File: config.mk
export PLATFORM = sky130hd
export DESIGN_NAME = cmd_table_exec
export DESIGN_NICKNAME = d
export VERILOG_FILES = /design/src/rtl/cte_pkg.sv /design/src/rtl/cte_decode.sv /design/src/rtl/cte_retry_ctr.sv /design/src/rtl/cte_merge.sv /design/src/rtl/cmd_table_exec.sv
export SDC_FILE = /design/constraint.sdc
export NUM_CORES = 1
export LEC_CHECK = 0
export BUFFER_PORTS_ARGS = -buffer_cell sky130_fd_sc_hd__buf_2
export CAP_MARGIN = 40
export CORE_MARGIN = 2
export CORE_UTILIZATION = 51
export CTS_CLUSTER_SIZE = 8
export DETAILED_ROUTE_END_ITERATION = 8
export GPL_TIMING_DRIVEN = 0
export PLACE_DENSITY = 0.85
export SLEW_MARGIN = 20
export SYNTH_ARGS = -nofsm -noshare
export SYNTH_HDL_FRONTEND = slang
export SYNTH_SLANG_ARGS = --single-unit
export TNS_END_PERCENT = 30
File: constraint.sdc
create_clock -name clk_i -period 3 [get_ports clk_i]
set_input_delay 0.6 -clock clk_i [delete_from_list [all_inputs] [get_ports clk_i]]
set_output_delay 0.6 -clock clk_i [all_outputs]
set_load 0.01 [all_outputs]
File: src/rtl/cte_pkg.sv
package cte_pkg;
  localparam logic [3:0] OP_WR   = 4'h0;
  localparam logic [3:0] OP_POLL = 4'h2;
  localparam logic [3:0] OP_RMW  = 4'h3;
  localparam logic [3:0] OP_IWR  = 4'h8;
  localparam logic [3:0] OP_END  = 4'hF;

  localparam logic [2:0] RESP_NONE  = 3'd0;
  localparam logic [2:0] RESP_OK    = 3'd1;
  localparam logic [2:0] RESP_INCMP = 3'd2;
  localparam logic [2:0] RESP_FAIL  = 3'd3;
  localparam logic [2:0] RESP_SMALL = 3'd4;
  localparam logic [2:0] RESP_UNK   = 3'd5;

  typedef struct packed {
    logic       known;
    logic       is_end;
    logic       is_poll;
    logic       is_rmw;
    logic       is_ind;
    logic [1:0] len;
  } dec_t;

  typedef enum logic [2:0] {
    ST_IDLE, ST_HDR_RD, ST_HDR_WT, ST_PL_RD, ST_PL_WT, ST_BUS_RD, ST_BUS_WR, ST_DONE
  } st_e;
endpackage

File: src/rtl/cte_decode.sv
module cte_decode
  import cte_pkg::*;
(
  input  logic [3:0] op_i,
  output dec_t       dec_o
);
  always_comb begin
    dec_o = '0;
    unique case (op_i)
      OP_WR:   begin dec_o.known = 1'b1; dec_o.len = 2'd2; end
      OP_IWR:  begin dec_o.known = 1'b1; dec_o.len = 2'd2; dec_o.is_ind = 1'b1; end
      OP_RMW:  begin dec_o.known = 1'b1; dec_o.len = 2'd3; dec_o.is_rmw = 1'b1; end
      OP_POLL: begin dec_o.known = 1'b1; dec_o.len = 2'd3; dec_o.is_poll = 1'b1; end
      OP_END:  begin dec_o.known = 1'b1; dec_o.len = 2'd1; dec_o.is_end = 1'b1; end
      default: dec_o = '0;
    endcase
  end
endmodule

File: src/rtl/cte_retry_ctr.sv
module cte_retry_ctr #(
  parameter int W = 8
) (
  input  logic         clk_i,
  input  logic         rst_ni,
  input  logic         clr_i,
  input  logic         inc_i,
  input  logic [W-1:0] limit_i,
  output logic         spent_o
);
  logic [W-1:0] cnt_q;

  always_ff @(posedge clk_i or negedge rst_ni) begin
    if (!rst_ni)      cnt_q <= '0;
    else if (clr_i)   cnt_q <= '0;
    else if (inc_i)   cnt_q <= cnt_q + 1'b1;
  end

  assign spent_o = (cnt_q == limit_i);
endmodule

File: src/rtl/cte_merge.sv
module cte_merge #(
  parameter int DW = 32
) (
  input  logic [DW-1:0] old_i,
  input  logic [DW-1:0] data_i,
  input  logic [DW-1:0] mask_i,
  output logic [DW-1:0] new_o
);
  assign new_o = (old_i & ~mask_i) | (data_i & mask_i);
endmodule

File: src/rtl/cmd_table_exec.sv
module cmd_table_exec
  import cte_pkg::*;
#(
  parameter int TBL_AW = 8,
  parameter int POLL_W = 8
) (
  input  logic              clk_i,
  input  logic              rst_ni,
  input  logic              start_i,
  input  logic [TBL_AW-1:0] tbl_off_i,
  input  logic [TBL_AW:0]   tbl_size_i,
  input  logic [POLL_W-1:0] poll_limit_i,
  output logic              mem_rd_o,
  output logic [TBL_AW-1:0] mem_addr_o,
  input  logic [31:0]       mem_data_i,
  output logic              reg_req_o,
  output logic              reg_we_o,
  output logic              reg_ind_o,
  output logic [7:0]        reg_space_o,
  output logic [27:0]       reg_addr_o,
  output logic [31:0]       reg_wdata_o,
  input  logic [31:0]       reg_rdata_i,
  input  logic              reg_ready_i,
  output logic              busy_o,
  output logic              done_o,
  output logic [2:0]        resp_o
);
  localparam int SW = TBL_AW + 1;

  st_e               st_q;
  logic [TBL_AW-1:0] base_q;
  logic [SW-1:0]     size_q, idx_q;
  logic [POLL_W-1:0] lim_q;
  logic [27:0]       hdr_q;
  logic              ind_q, rmw_q, poll_q, three_q, pl_sel_q;
  logic [31:0]       w1_q, w2_q, wdata_q;
  logic [2:0]        resp_q;

  dec_t              dec;
  logic [SW:0]       need_end;
  logic [31:0]       merged;
  logic              rt_clr, rt_inc, rt_spent;
  logic              xfer, poll_hit;

  cte_decode u_dec (.op_i(mem_data_i[31:28]), .dec_o(dec));

  cte_merge #(.DW(32)) u_merge (
    .old_i(reg_rdata_i), .data_i(w1_q), .mask_i(w2_q), .new_o(merged)
  );

  cte_retry_ctr #(.W(POLL_W)) u_rt (
    .clk_i, .rst_ni, .clr_i(rt_clr), .inc_i(rt_inc), .limit_i(lim_q), .spent_o(rt_spent)
  );

  assign need_end = {1'b0, idx_q} + {{(SW-1){1'b0}}, dec.len};
  assign xfer     = reg_req_o && reg_ready_i;
  assign poll_hit = ((reg_rdata_i & w1_q) == w2_q);
  assign rt_clr   = (st_q == ST_PL_WT);
  assign rt_inc   = (st_q == ST_BUS_RD) && xfer && poll_q && !poll_hit && !rt_spent;

  always_ff @(posedge clk_i or negedge rst_ni) begin
    if (!rst_ni) begin
      st_q     <= ST_IDLE;
      base_q   <= '0;
      size_q   <= '0;
      idx_q    <= '0;
      lim_q    <= '0;
      hdr_q    <= '0;
      ind_q    <= 1'b0;
      rmw_q    <= 1'b0;
      poll_q   <= 1'b0;
      three_q  <= 1'b0;
      pl_sel_q <= 1'b0;
      w1_q     <= '0;
      w2_q     <= '0;
      wdata_q  <= '0;
      resp_q   <= RESP_NONE;
    end else begin
      unique case (st_q)
        ST_IDLE: begin
          if (start_i) begin
            base_q <= tbl_off_i;
            size_q <= tbl_size_i;
            lim_q  <= poll_limit_i;
            idx_q  <= '0;
            st_q   <= ST_HDR_RD;
          end
        end
        ST_HDR_RD: begin
          if (idx_q == size_q) begin
            resp_q <= RESP_INCMP;
            st_q   <= ST_DONE;
          end else begin
            st_q <= ST_HDR_WT;
          end
        end
        ST_HDR_WT: begin
          hdr_q    <= mem_data_i[27:0];
          ind_q    <= dec.is_ind;
          rmw_q    <= dec.is_rmw;
          poll_q   <= dec.is_poll;
          three_q  <= (dec.len == 2'd3);
          pl_sel_q <= 1'b0;
          idx_q    <= idx_q + 1'b1;
          if (!dec.known) begin
            resp_q <= RESP_UNK;
            st_q   <= ST_DONE;
          end else if (dec.is_end) begin
            resp_q <= RESP_OK;
            st_q   <= ST_DONE;
          end else if (need_end > {1'b0, size_q}) begin
            resp_q <= RESP_SMALL;
            st_q   <= ST_DONE;
          end else begin
            st_q <= ST_PL_RD;
          end
        end
        ST_PL_RD: st_q <= ST_PL_WT;
        ST_PL_WT: begin
          idx_q <= idx_q + 1'b1;
          if (!pl_sel_q) w1_q <= mem_data_i;
          else           w2_q <= mem_data_i;
          if (three_q && !pl_sel_q) begin
            pl_sel_q <= 1'b1;
            st_q     <= ST_PL_RD;
          end else if (three_q) begin
            st_q <= ST_BUS_RD;
          end else begin
            wdata_q <= mem_data_i;
            st_q    <= ST_BUS_WR;
          end
        end
        ST_BUS_RD: begin
          if (xfer) begin
            if (rmw_q) begin
              wdata_q <= merged;
              st_q    <= ST_BUS_WR;
            end else if (poll_hit) begin
              st_q <= ST_HDR_RD;
            end else if (rt_spent) begin
              resp_q <= RESP_FAIL;
              st_q   <= ST_DONE;
            end
          end
        end
        ST_BUS_WR: if (xfer) st_q <= ST_HDR_RD;
        ST_DONE:   st_q <= ST_IDLE;
        default:   st_q <= ST_IDLE;
      endcase
    end
  end

  assign mem_rd_o    = (st_q == ST_PL_RD) || ((st_q == ST_HDR_RD) && (idx_q != size_q));
  assign mem_addr_o  = base_q + idx_q[TBL_AW-1:0];
  assign reg_req_o   = (st_q == ST_BUS_RD) || (st_q == ST_BUS_WR);
  assign reg_we_o    = (st_q == ST_BUS_WR);
  assign reg_ind_o   = ind_q;
  assign reg_space_o = ind_q ? hdr_q[27:20] : 8'h00;
  assign reg_addr_o  = ind_q ? {8'h00, hdr_q[19:0]} : hdr_q;
  assign reg_wdata_o = wdata_q;
  assign busy_o      = (st_q != ST_IDLE);
  assign done_o      = (st_q == ST_DONE);
  assign resp_o      = resp_q;
endmodule

Yosys cells after proc, flatten, opt, wreduce, memory -nomap -nowiden
Cells that the tools add are included.

operators by class
  reduce and logical (&&, ||, !) cells = 32
  bitwise logic cells = 6
  add/subtract/negate cells = 4
  equal/unequal tests = 29
  $lt $le $gt $ge = 1
  mux-type cells = 41

operators by type and width
  operator               count
  $mux W32               4
  $and A32 B32 Y32       3
  $pmux W32 S2           1
  $mux W3                19
  $eq A32 B32 Y1         1
  $not A32 Y32           1
  $or A32 B32 Y32        1
  $mux W28               1
  $mux W8                3
  $pmux W3 S8            1
  $ne A2 B2 Y1 const B   9
  $pmux W9 S2            1
  $eq A3 B3 Y1 const B   4
  $add A9 B2 Y10         1
  $gt A10 B9 Y1          1
  $reduce_and A2 Y1      5
  $add A9 B1 Y9 const B  1
  $eq A9 B9 Y1           1
  $mux W9                1
  $ne A9 B9 Y1           1
  $pmux W3 S3            1
  $add A8 B1 Y8 const B  1
  $add A8 B8 Y8          1
  $eq A4 B2 Y1 const B   2
  other kinds (24)       48

storage, ports and cells
  input port bits = 93
  bits in registers = 177

Logic depth before layout (Yosys ltp)
Gate-level depths: netlist (run 1).

  depth in word-level cells = 9
  depth in mapped cells = 15

Hierarchy
Synthesis (run 1) repeated with hierarchy kept, for this count alone.

unflattened totals
  cells, all modules = 918
  area total of the unflattened synthesis = 9567.9 um^2

modules (own cells, without submodules)
  module          cells each  times used  area an instance (um^2)
  cmd_table_exec  827         1           8533.2
  cte_merge       32          1           480.5
  cte_retry_ctr   49          1           475.5
  cte_decode      10          1           78.8

Worst setup path after synthesis (run 1)
OpenSTA, ideal clock, no wires.

  path kind = input-to-reg
  start point = input mem_data_i[29]
  end point = register resp_q[2] (netlist: resp_o[2])
  cell stages on the path = 13
  arrival = 3.176 ns
  slack = -0.301 ns
  required time = 2.875 ns
  buffers on the path = 1
  cell sequence = clkbuf_1 > nor2b_1 > a211o_1 > fa_1 > nor2_1 > xor2_1 > ha_1 > nor3_1 > nor2_1 > a2bb2oi_1 > a211oi_1 > a211oi_2 > mux2_4

on the way
  cells in the longest elaborated chain, start to end = 7
  elaborated cells between the ends (all ways) = 18
  classes of those cells = add/sub (1); order compare (1); eq/ne (5); mux (6); reduce/logical (5)

ends and longest elaborated chain
  element                                     line                   source
  start, declared                             cmd_table_exec.sv:15   input logic [31:0] mem_data_i,
  $eq A4 B2 Y1, or another cell as far along  cte_decode.sv:9        unique case (op_i)
  $reduce_or A2 Y1 (no source line)           n/a
  $pmux W2 S3                                 cte_decode.sv:9
  $add A9 B2 Y10                              cmd_table_exec.sv:55   assign need_end = {1'b0, idx_q} + {{(SW-1){1'b0}}, dec.len};
  $gt A10 B9 Y1                               cmd_table_exec.sv:111  end else if (need_end > {1'b0, size_q}) begin
  $ne A4 B4 Y1 (no source line)               n/a
  $reduce_and A7 Y1 (no source line)          n/a
  end signal, assigned                        cmd_table_exec.sv:106  resp_q <= RESP_UNK;
  end signal, assigned                        cmd_table_exec.sv:109  resp_q <= RESP_OK;
  end signal, assigned                        cmd_table_exec.sv:112  resp_q <= RESP_SMALL;
  end, declared                               cmd_table_exec.sv:37   logic [2:0] resp_q;

Parallel ways exist; a longest one is shown, timed or not.
A chain may end at the register's enable or synchronous reset.

Final worst setup path (run 1)
  start point = input mem_data_i[28]
  end point = register resp_q[2] (netlist: resp_o[2])

The elaborated chain is that of the path after synthesis.

==> metrics, run 1 <==
antenna violations before repair=5; Syn Inst Count=992; P_int=7.12 mW; Bufs on Longest Clock Path=2; CTS buffer count=17; minimum clock period=3.12 ns; MaxCap Viol Count=0; CTS Sinks=177; worst clock skew=0.0107 ns; post-synth net total=1107; net switching power=4.85 mW; Seq cells post-synth=177; area growth from synthesis to layout=21.7%; sequential cell fraction of total power=36.4%; Detail Route Antenna Nets=0; clock network fraction of total power=18.9%; worst slew pin tran=0.723 ns; post-DR vias/cell=5.68; final core utilization=63.6%; FFs w/ async S/R, synth=100%; final max-slew violation count=0; global route total overflow=0; FP Rows=49; critical path arrival=3.44 ns; mean area per synthesized cell=9.53 um2; final WL=25.5 mm; post-synth cell types=57; f_max=0.321 GHz; port bufs=176; largest net degree at the start of global routing=91; CTS tree=built; H-Tree Depth=4; Final Hold Fails=0; register area share after synthesis=46.8%; Hold Path Class=input pin to async pin; r2r startpoint=idx_q[0]$_DFFE_PN0P_; worst path required time=3.32 ns; clk slew on worst S/H paths=0.07 ns; GRT Util Overall=25.6%; Fill cells=1369; Critical Path Fanout Max=4; synthesized area=9460 um2; Tcrit/Tclk final=104%; CORE AREA=18100 um2; routability cong.=0.869; DRT Pass-1 Iters=8; CP endpoint kind=flip-flop; Post-Place Setup Slack=-0.622 ns; status=finished with violations; Worst-Skew Late Latency=0.44 ns; Max IR drop VDD=0.502 mV; root buf cell=clkbuf_16; post-layout worst setup margin=-0.116 ns; sw frac=40.5%; DP Wirelength=18.0 mm; initial detailed-routing violation count=574; crit start category=input pin; # IOs=178; final-stage net count=1312; RSZ-0062 raised after global routing=true; Die Span X=140 um; Die ar.=19600 um2; violated checks=DRC, setup timing; Main synth FF type=dfrtp_1; layout cells sized above 1=29.0%; Via Count=8200; Starting Density=52.3%; # setup viols final=4; Synth Warn #=0; Static Leak=5.80 nW; EDFF count, synth=0; Die Y-Extent=140 um; first-pass GRT wire length=40.2 mm; register area=4430 um2; combinational share of power=44.7%; CP startpoint=mem_data_i[28]; hold buffers post-CTS=0; DRC Markers=24; footprint of the multi-input gates=4700 um2; vias in the first global route=7929; pwr dens=1040 nW/um2; critical path type=input pin to flip-flop; Fin Setup TNS=-0.224 ns; drt wl/cell=17.7 um; Slew headroom=51.4%
==> power groups by stage <==
stage	combinational, mW	clock [mW]	sequential, mW
5_1_grt	5.88	2.37	4.48
4_1_cts	5.18	2.28	4.33
2_1_floorplan	3.48	0	4.23
3_5_place_dp	5.11	0	4.35
3_3_place_gp	4.91	0	4.30
6_report	5.36	2.26	4.36
==> Yosys cell counts, types with 20 or more instances <==
cell      instances  area share, %
buf_4            20            1.6
nand2_1         199            7.9
mux2_2           64            7.6
inv_1            22           0.87
a21oi_1          69            3.7
mux2i_1          35            3.7
nor2_1           57            2.3
clkbuf_1         29            1.2
and3_1           22            1.5
xor2_1           25            2.3
ha_1             20            2.6
dfrtp_1         177             47
o21ai_0          59            3.1
==> worst max-delay path, cell delays in order <==
cell      delay, ns
buf_12         0.10
nor2b_4        0.11
a211o_1        0.33
buf_6          0.14
fa_2           0.40
buf_6          0.15
xnor2_2        0.12
ha_2           0.34
nand4_1        0.13
o21bai_1       0.21
nand4_1        0.14
a211oi_2       0.10
a211oi_2       0.24
mux2_4         0.32
==> worst paths after layout <==
| path | endpoint | slack, ns | depth (start not counted) |
|---|---|---|---|
| worst max register to register | resp_o[2]$_DFFE_PN0P_ | 0 | 12 |
| worst min register to register | hdr_q[19]$_DFFE_PN0P_ | 0.48 | 2 |
| max in group asynchronous | w2_q[16]$_DFFE_PN0P_ | 1.95 | 2 |
| min in group clk_i | base_q[0]$_DFFE_PN0P_ | 0.35 | 3 |
| worst min-delay path | lim_q[0]$_DFFE_PN0P_ | 0.19 | 1 |
| worst max-delay path | resp_o[2]$_DFFE_PN0P_ | -0.12 | 14 |
==> stage by stage <==
stage	area (um2)	power [mW]	cells	hold WS [ns]
after detailed placement	10700	9.46	1398	0.464
after global routing	11500	12.7	1442	0.255
after CTS	11300	11.8	1432	0.205
after floorplan	9460	7.71	992	0.304
final	11500	12.0	1443	0.186
after global placement	10600	9.21	1397	0.461
==> cell families after synthesis <==
family	count (synthesis)	share of synthesized area (%)
adders and majority gates	22	3.07
buffers and inverters	90	4.57
xor gates and xnor gates	35	3.24
DFF	177	46.8
AOI/OAI and AO/OA	200	13.1
and+or+nand+nor	368	17.7
muxes	100	11.5
==> area by class of cell <==
cell class	instances	area share (%)
tap	229	2.49
timing repair buffer	188	9.16
clock inverter	13	1.20
buffer	65	3.05
inverter	23	0.750
antenna	4	0.0870
clock buffer	19	3.94
sequential	177	38.5
multi-input combinational	725	40.8
==> what timing repair did <==
item,CTS,global route
pin swaps,9,16
resized for setup,13,32
setup endpoints to repair,7,7
buffers inserted,3,8
cloned,0,0
==> placed cells by master, fill, tap and decap left out, types with 13 or more instances in the layout <==
cell type | synthesis | routed
nand2_1 | 199 | 198
buf_2 | 9 | 181
dfrtp_1 | 177 | 175
a21oi_1 | 69 | 66
mux2_2 | 64 | 64
o21ai_0 | 59 | 57
nor2_1 | 57 | 54
mux2i_1 | 35 | 35
buf_4 | 20 | 29
xor2_1 | 25 | 25
clkbuf_1 | 29 | 24
and3_1 | 22 | 21
inv_1 | 22 | 20
nand3_1 | 18 | 18
ha_1 | 20 | 17
clkbuf_16 | 0 | 17
nand4_1 | 14 | 14
nor2b_1 | 15 | 14
a21o_1 | 13 | 13
==> sequential cells by signal (all words and copies together), names as in the netlist <==
register / flops
st_q: 3
hdr_q: 28
poll_q: 1
three_q: 1
reg_ind_o: 1
lim_q: 8
size_q: 9
resp_o: 3
w2_q: 32
rmw_q: 1
u_rt.cnt_q: 8
base_q: 8
w1_q: 32
reg_wdata_o: 32
idx_q: 9
pl_sel_q: 1
==> layer usage <==
layer / share of wire, % / routed length, um / vias to the layer above / track usage [%]
li1: - / - / 3848 / -
met1: 44 / 11200 / 4008 / 35.4
met2: 48 / 12200 / 286 / 41.0
met3: 5.4 / 1370 / 56 / 4.10
met4: 2.7 / 688 / 2 / 9.84
met5: 0.051 / 13 / - / 0
Power figures use the tool's default switching activity.
==> run 2, diff against run 1 <==
--- a/config.mk
+++ b/config.mk
@@ -8,11 +8,12 @@
 export BUFFER_PORTS_ARGS = -buffer_cell sky130_fd_sc_hd__buf_2
 export CAP_MARGIN = 40
 export CORE_MARGIN = 2
-export CORE_UTILIZATION = 51
+export CORE_UTILIZATION = 35
+export CTS_CLUSTER_DIAMETER = 150
 export CTS_CLUSTER_SIZE = 8
 export DETAILED_ROUTE_END_ITERATION = 8
 export GPL_TIMING_DRIVEN = 0
-export PLACE_DENSITY = 0.85
+export PLACE_DENSITY = 0.65
 export SLEW_MARGIN = 20
 export SYNTH_ARGS = -nofsm -noshare
 export SYNTH_HDL_FRONTEND = slang
==> run 2 against run 1 <==
Against the previous run:
- the flow finishes with violations (setup timing)
- core utilization fell by 20 points
- flip-flop and latch count did not move
- clock power barely moved
- clock-buffer cell count fell by 1
- total power fell by 0.90%
- worst setup slack barely moved
- clock skew rose by 0.0026 ns
==> metrics, run 2 (synthesis results as in run 1) <==
Final Hold Fails=0; critical path arrival=3.43 ns; pwr dens=1020 nW/um2; clk slew on worst S/H paths=0.07 ns; largest delay contributor family on the critical path=compound AO/OA/AOI/OAI gates; commonest non-fill, non-tap cell in the layout=nand2_1; Non-Filler Instances=1550; Die Y-Extent=168 um; Die ar.=28300 um2; Fill cells=2677; global route total overflow=0; worst slew pin tran=0.730 ns; Via Count=7901; worst clock skew=0.0133 ns; GRT Util Overall=18.7%; largest net degree at the start of global routing=69; port bufs=176; busiest grt layer=met2; status=finished with violations; worst path required time=3.32 ns; combinational share of power=44.4%; # IOs=178; sequential cell fraction of total power=36.3%; Max stage delay on crit path=0.32 ns; dpl cells=1511; critical path type=input pin to flip-flop; Detail Route Antenna Nets=0; final core utilization=43.4%; Slew headroom=50.9%; antenna violations before repair=5; hold buffers post-CTS=0; RSZ-0062 raised after global routing=true; final-stage net count=1308; final WL=26.3 mm; commonest non-fill, non-tap cells in the layout=nand2_1, buf_2, dfrtp_1, a21oi_1, mux2_2; global-route track usage on met3=3.74%; root buf cell=clkbuf_16; FP Rows=60; clock network fraction of total power=19.3%; routability cong.=0.823; net switching power=4.86 mW; final max-slew violation count=0; Slowest-stage cell, CP=mux2_4; cells along the critical path=buf_12, nor2b_1, a211o_1, inv_1, ha_1, a21o_1, nand2_2, xnor2_2, ha_1, a211o_1, o211ai_1, nand4_1, a211oi_2, a211oi_2, mux2_4; violated checks=setup timing; post-layout worst setup margin=-0.116 ns; Worst-Skew Late Latency=0.44 ns; sw frac=41.0%; Max IR drop VDD=0.437 mV; first-pass GRT wire length=41.8 mm; MaxCap Viol Count=0; Critical Path Fanout Max=4; # setup viols final=3; final hold slack=0.0705 ns; GR met2 Demand/Resource=30.3%; CTS Sinks=177; Hold Path Class=input pin to async pin; Starting Density=35.4%; crit start category=input pin; CTS tree=built; total power=11.9 mW; Static Leak=5.78 nW; Bufs on Longest Clock Path=2; DRT Pass-1 Iters=5; area growth from synthesis to layout=22.7%; vias in the first global route=7690; post-DR vias/cell=5.10; Die Span X=168 um; f_max=0.321 GHz; minimum clock period=3.12 ns; P_int=7.00 mW; DP Wirelength=19.2 mm; CP endpoint kind=flip-flop; CORE AREA=26700 um2; Tcrit/Tclk final=104%; worst path bufs/invs=2; M1 GR Usage=25.5%; H-Tree Depth=4; drt wl/cell=17.0 um; layout cells sized above 1=28.2%; CTS buffer count=17; initial detailed-routing violation count=439; DRC Markers=0
[run 2: changes by cell type in the layout (fill, tap and decap cells not counted), moves of 2 or more]
cell      previous run  this run
clkinv_8             0         6
buf_4               29        26
clkbuf_8             3         1
ha_1                17        19
inv_6                6         4
nor2_2               1         3
nor2_4               2         0
[run 2: what timing repair did]
item | 4_1_cts | 5_1_grt
pin swaps | 0 | 14
gates resized for setup | 3 | 34
endpoints found under the setup margin | 6 | 8
setup buffers | 0 | 6
[run 2: through the flow]
stage          setup slack (ns)  setup TNS [ns]  area, um2
3_5_place_dp             -0.625           -2.19      10800
4_1_cts                  -0.190          -0.496      11500
3_3_place_gp              -1.68         -296.79      10800
5_1_grt                  -0.212          -0.749      11600
2_1_floorplan            -0.180          -0.373       9460
6_report                 -0.116          -0.167      11600
[run 2: cell type report]
type                       count  area (um2)  share of cell area [%]
sequential                   177        4430                    38.2
antenna                        3        7.51                  0.0647
buffer                        65         343                    2.96
multi-input combinational    725        4650                    40.1
timing repair buffer         184        1030                    8.92
inverter                      23        86.3                   0.744
tap                          341         427                    3.68
clock buffer                  18         439                    3.79
clock inverter                14         178                    1.53
[run 2: layer usage]
metal	vias to the layer above	share of wire, %
met5	-	0.095
met4	4	1.1
met3	21	4.3
met2	177	48
met1	3875	47
li1	3824	-
[run 2: worst paths after layout]
kind,startpoint,end,slack (ns),cells past startpoint
worst max register to register,idx_q[4]$_DFFE_PN0P_,resp_o[2]$_DFFE_PN0P_,0,11
max in group asynchronous,rst_ni,w1_q[25]$_DFFE_PN0P_,2.23,2
worst min register to register,reg_wdata_o[20]$_DFFE_PN0P_,reg_wdata_o[20]$_DFFE_PN0P_,0.48,2
min in group clk_i,tbl_off_i[7],base_q[7]$_DFFE_PN0P_,0.36,3
worst max-delay path,mem_data_i[28],resp_o[2]$_DFFE_PN0P_,-0.12,15
worst min-delay path,rst_ni,lim_q[4]$_DFFE_PN0P_,0.07,1
[run 2: power by group through the flow]
stage               logic [mW]  clock network (mW)  registers, mW
detailed placement        5.18                   0           4.33
CTS                       5.20                2.34           4.31
finish                    5.27                2.29           4.31
floorplan                 3.48                   0           4.23
global placement          5.06                   0           4.30
global route              5.87                2.45           4.47
[run 2: worst register-to-register path, cell delays in order (launching register included)]
cell and delay [ns]:
dfrtp_1 0.53, and3_1 0.34, nand4_1 0.23, nor2_2 0.18
xor2_1 0.08, ha_1 0.36, o21ai_1 0.09, nor2_1 0.14
a2bb2oi_2 0.22, a211oi_2 0.10, a211oi_2 0.29, mux2_4 0.32
==> run 3, diff against run 2 <==
--- a/config.mk
+++ b/config.mk
@@ -13,7 +13,7 @@
 export CTS_CLUSTER_SIZE = 8
 export DETAILED_ROUTE_END_ITERATION = 8
 export GPL_TIMING_DRIVEN = 0
-export PLACE_DENSITY = 0.65
+export PLACE_DENSITY = 0.61
 export SLEW_MARGIN = 20
 export SYNTH_ARGS = -nofsm -noshare
 export SYNTH_HDL_FRONTEND = slang
==> constraint.sdc (replaced) <==
create_clock -name clk_i -period 3.6 [get_ports clk_i]
set_input_delay 0.72 -clock clk_i [delete_from_list [all_inputs] [get_ports clk_i]]
set_output_delay 0.72 -clock clk_i [all_outputs]
set_load 0.01 [all_outputs]
==> run 3 against run 2 <==
Against the previous run:
- sequential share of layout area grew 0.63 points
- total power shrank 18%
- the run now ends clean
- wire length shrank 0.30%
- flip-flop and latch count is the same
- clock power shrank 18%
- cell area shrank 1.7%
- clock-buffer cell count shrank 1
- largest cell class unchanged
==> metrics, run 3 (synthesis results as in run 1) <==
vias in the first global route=7693; final core utilization=42.7%; CTS Sinks=177; commonest non-fill, non-tap cells in the layout=nand2_1, buf_2, dfrtp_1, a21oi_1, mux2_2; Die Y-Extent=168 um; GR met2 Demand/Resource=29.7%; CTS tree=built; Die Span X=168 um; Final Hold Fails=0; Bufs on Longest Clock Path=2; M1 GR Usage=26.8%; Via Count=7792; FP Rows=60; r2r startpoint=idx_q[0]$_DFFE_PN0P_; clk slew on worst S/H paths=0.08 ns; CP endpoint kind=flip-flop; port bufs=176; Fin Setup TNS=0 ns; Die ar.=28300 um2; critical path arrival=3.69 ns; final-stage net count=1303; CTS buffer count=17; Critical Path Fanout Max=7; Detail Route Antenna Nets=0; busiest grt layer=met2; Tcrit/Tclk final=93.7%; final WL=26.2 mm; CORE AREA=26700 um2; critical path type=input pin to flip-flop; status=complete, no violations; final max-slew violation count=0; commonest non-fill, non-tap cell in the layout=nand2_1; antenna violations before repair=3; H-Tree Depth=4; global route total overflow=0; Max stage delay on crit path=0.44 ns; drt wl/cell=17.0 um; Slew headroom=51.8%; layout cells sized above 1=26.4%; Hold Path Class=input pin to async pin; Post-Place Setup Slack=-0.305 ns; post-layout worst setup margin=0.228 ns; GRT Util Overall=18.8%; routability cong.=0.859; global-route track usage on met3=3.64%; DP Wirelength=19.1 mm; Worst-Skew Late Latency=0.44 ns; worst clock skew=0.0165 ns; DRT Pass-1 Iters=4; Max IR drop VDD=0.292 mV; post-DR vias/cell=5.05; crit start category=input pin; f_max=0.297 GHz; # IOs=178; flop2flop setup slack=0.44 ns; Area after DPL=10800 um2; DRC Markers=0; RSZ-0062 raised after global routing=false; final instance area=11400 um2; worst path required time=3.92 ns; CP startpoint=mem_data_i[30]; largest net degree at the start of global routing=96; Slowest-stage cell, CP=fa_1; # setup viols final=0; MaxCap Viol Count=0; cells along the critical path=buf_2, and3_1, o21a_1, ha_1, inv_1, fa_1, nor2_1, xor2_1, ha_1, o21ai_0, nor2_1, a2bb2oi_1, a211oi_2, a211oi_2, mux2_4; Static Leak=5.70 nW; worst slew pin tran=0.718 ns; first-pass GRT wire length=41.8 mm; pwr dens=854 nW/um2; initial detailed-routing violation count=593; minimum clock period=3.37 ns; root buf cell=clkbuf_16; Starting Density=35.4%; area growth from synthesis to layout=20.6%
-- run 3: cell types whose count changed in the layout (fill, tap and decap cells not counted), moves of 3 or more --
cell      change
buf_4         -6
a21oi_1       +3
buf_2         +3
clkinv_4      +3
inv_6         -3
nor2_1        +3
nor2_2        -3
-- run 3: cell type report --
| class | instances | area (um2) |
|---|---|---|
| clock buffer | 17 | 425 |
| fill | 2664 | 15300 |
| timing repair buffer | 177 | 918 |
| clock inverter | 15 | 169 |
| tap | 341 | 427 |
| multi-input combinational | 725 | 4600 |
| inverter | 23 | 86.3 |
| sequential | 177 | 4430 |
| buffer | 67 | 348 |
| antenna | 2 | 5.00 |
-- run 3: final timing paths --
check	cells after the start	end
max	15	resp_o[2]$_DFFE_PN0P_
min	1	size_q[7]$_DFFE_PN0P_
max reg2reg	12	resp_o[2]$_DFFE_PN0P_
min reg2reg	2	reg_wdata_o[15]$_DFFE_PN0P_
max in group asynchronous	2	reg_wdata_o[25]$_DFFE_PN0P_
min in group clk_i	3	base_q[2]$_DFFE_PN0P_
-- run 3: timing repair --
item	in CTS	in global routing
pin swaps	0	0
gates resized for setup	1	3
endpoints found under the setup margin	1	1
setup buffers	0	0
hold buffers	0	0
-- run 3: where the power goes --
group | total, mW | switching [mW] | internal, mW | leakage [nW]
clock network | 1.87 | 0.939 | 0.935 | 0.288
registers | 3.60 | 0.724 | 2.87 | 2.22
logic | 4.27 | 2.33 | 1.94 | 3.19
total | 9.74 | 3.99 | 5.75 | 5.70
-- run 3: critical path: cells and delay by family --
family / cells / cell delay, ns
AO/OA/AOI/OAI: 5 / 0.94
adder cells (fa/ha/maj): 3 / 0.93
AND/OR/NAND/NOR: 3 / 0.46
multiplexers: 1 / 0.32
buffers and inverters: 2 / 0.23
XOR/XNOR: 1 / 0.08
-- run 3: per-layer routing --
layer / wire length (um) / share of wire, % / vias up
met4: 226 / 0.86 / 2
met3: 1040 / 3.9 / 14
li1: - / - / 3811
met2: 12100 / 46 / 159
met1: 12900 / 49 / 3806
met5: 13 / 0.050 / -
-- run 3: through the flow --
| stage | instances | power (mW) | hold WS [ns] |
|---|---|---|---|
| 2_1_floorplan | 992 | 6.42 | 0.424 |
| 3_3_place_gp | 1509 | 7.81 | 0.460 |
| 3_5_place_dp | 1510 | 7.92 | 0.464 |
| 4_1_cts | 1542 | 9.82 | 0.317 |
| 5_1_grt | 1542 | 10.5 | 0.328 |
| 6_report | 1544 | 9.74 | 0.297 |
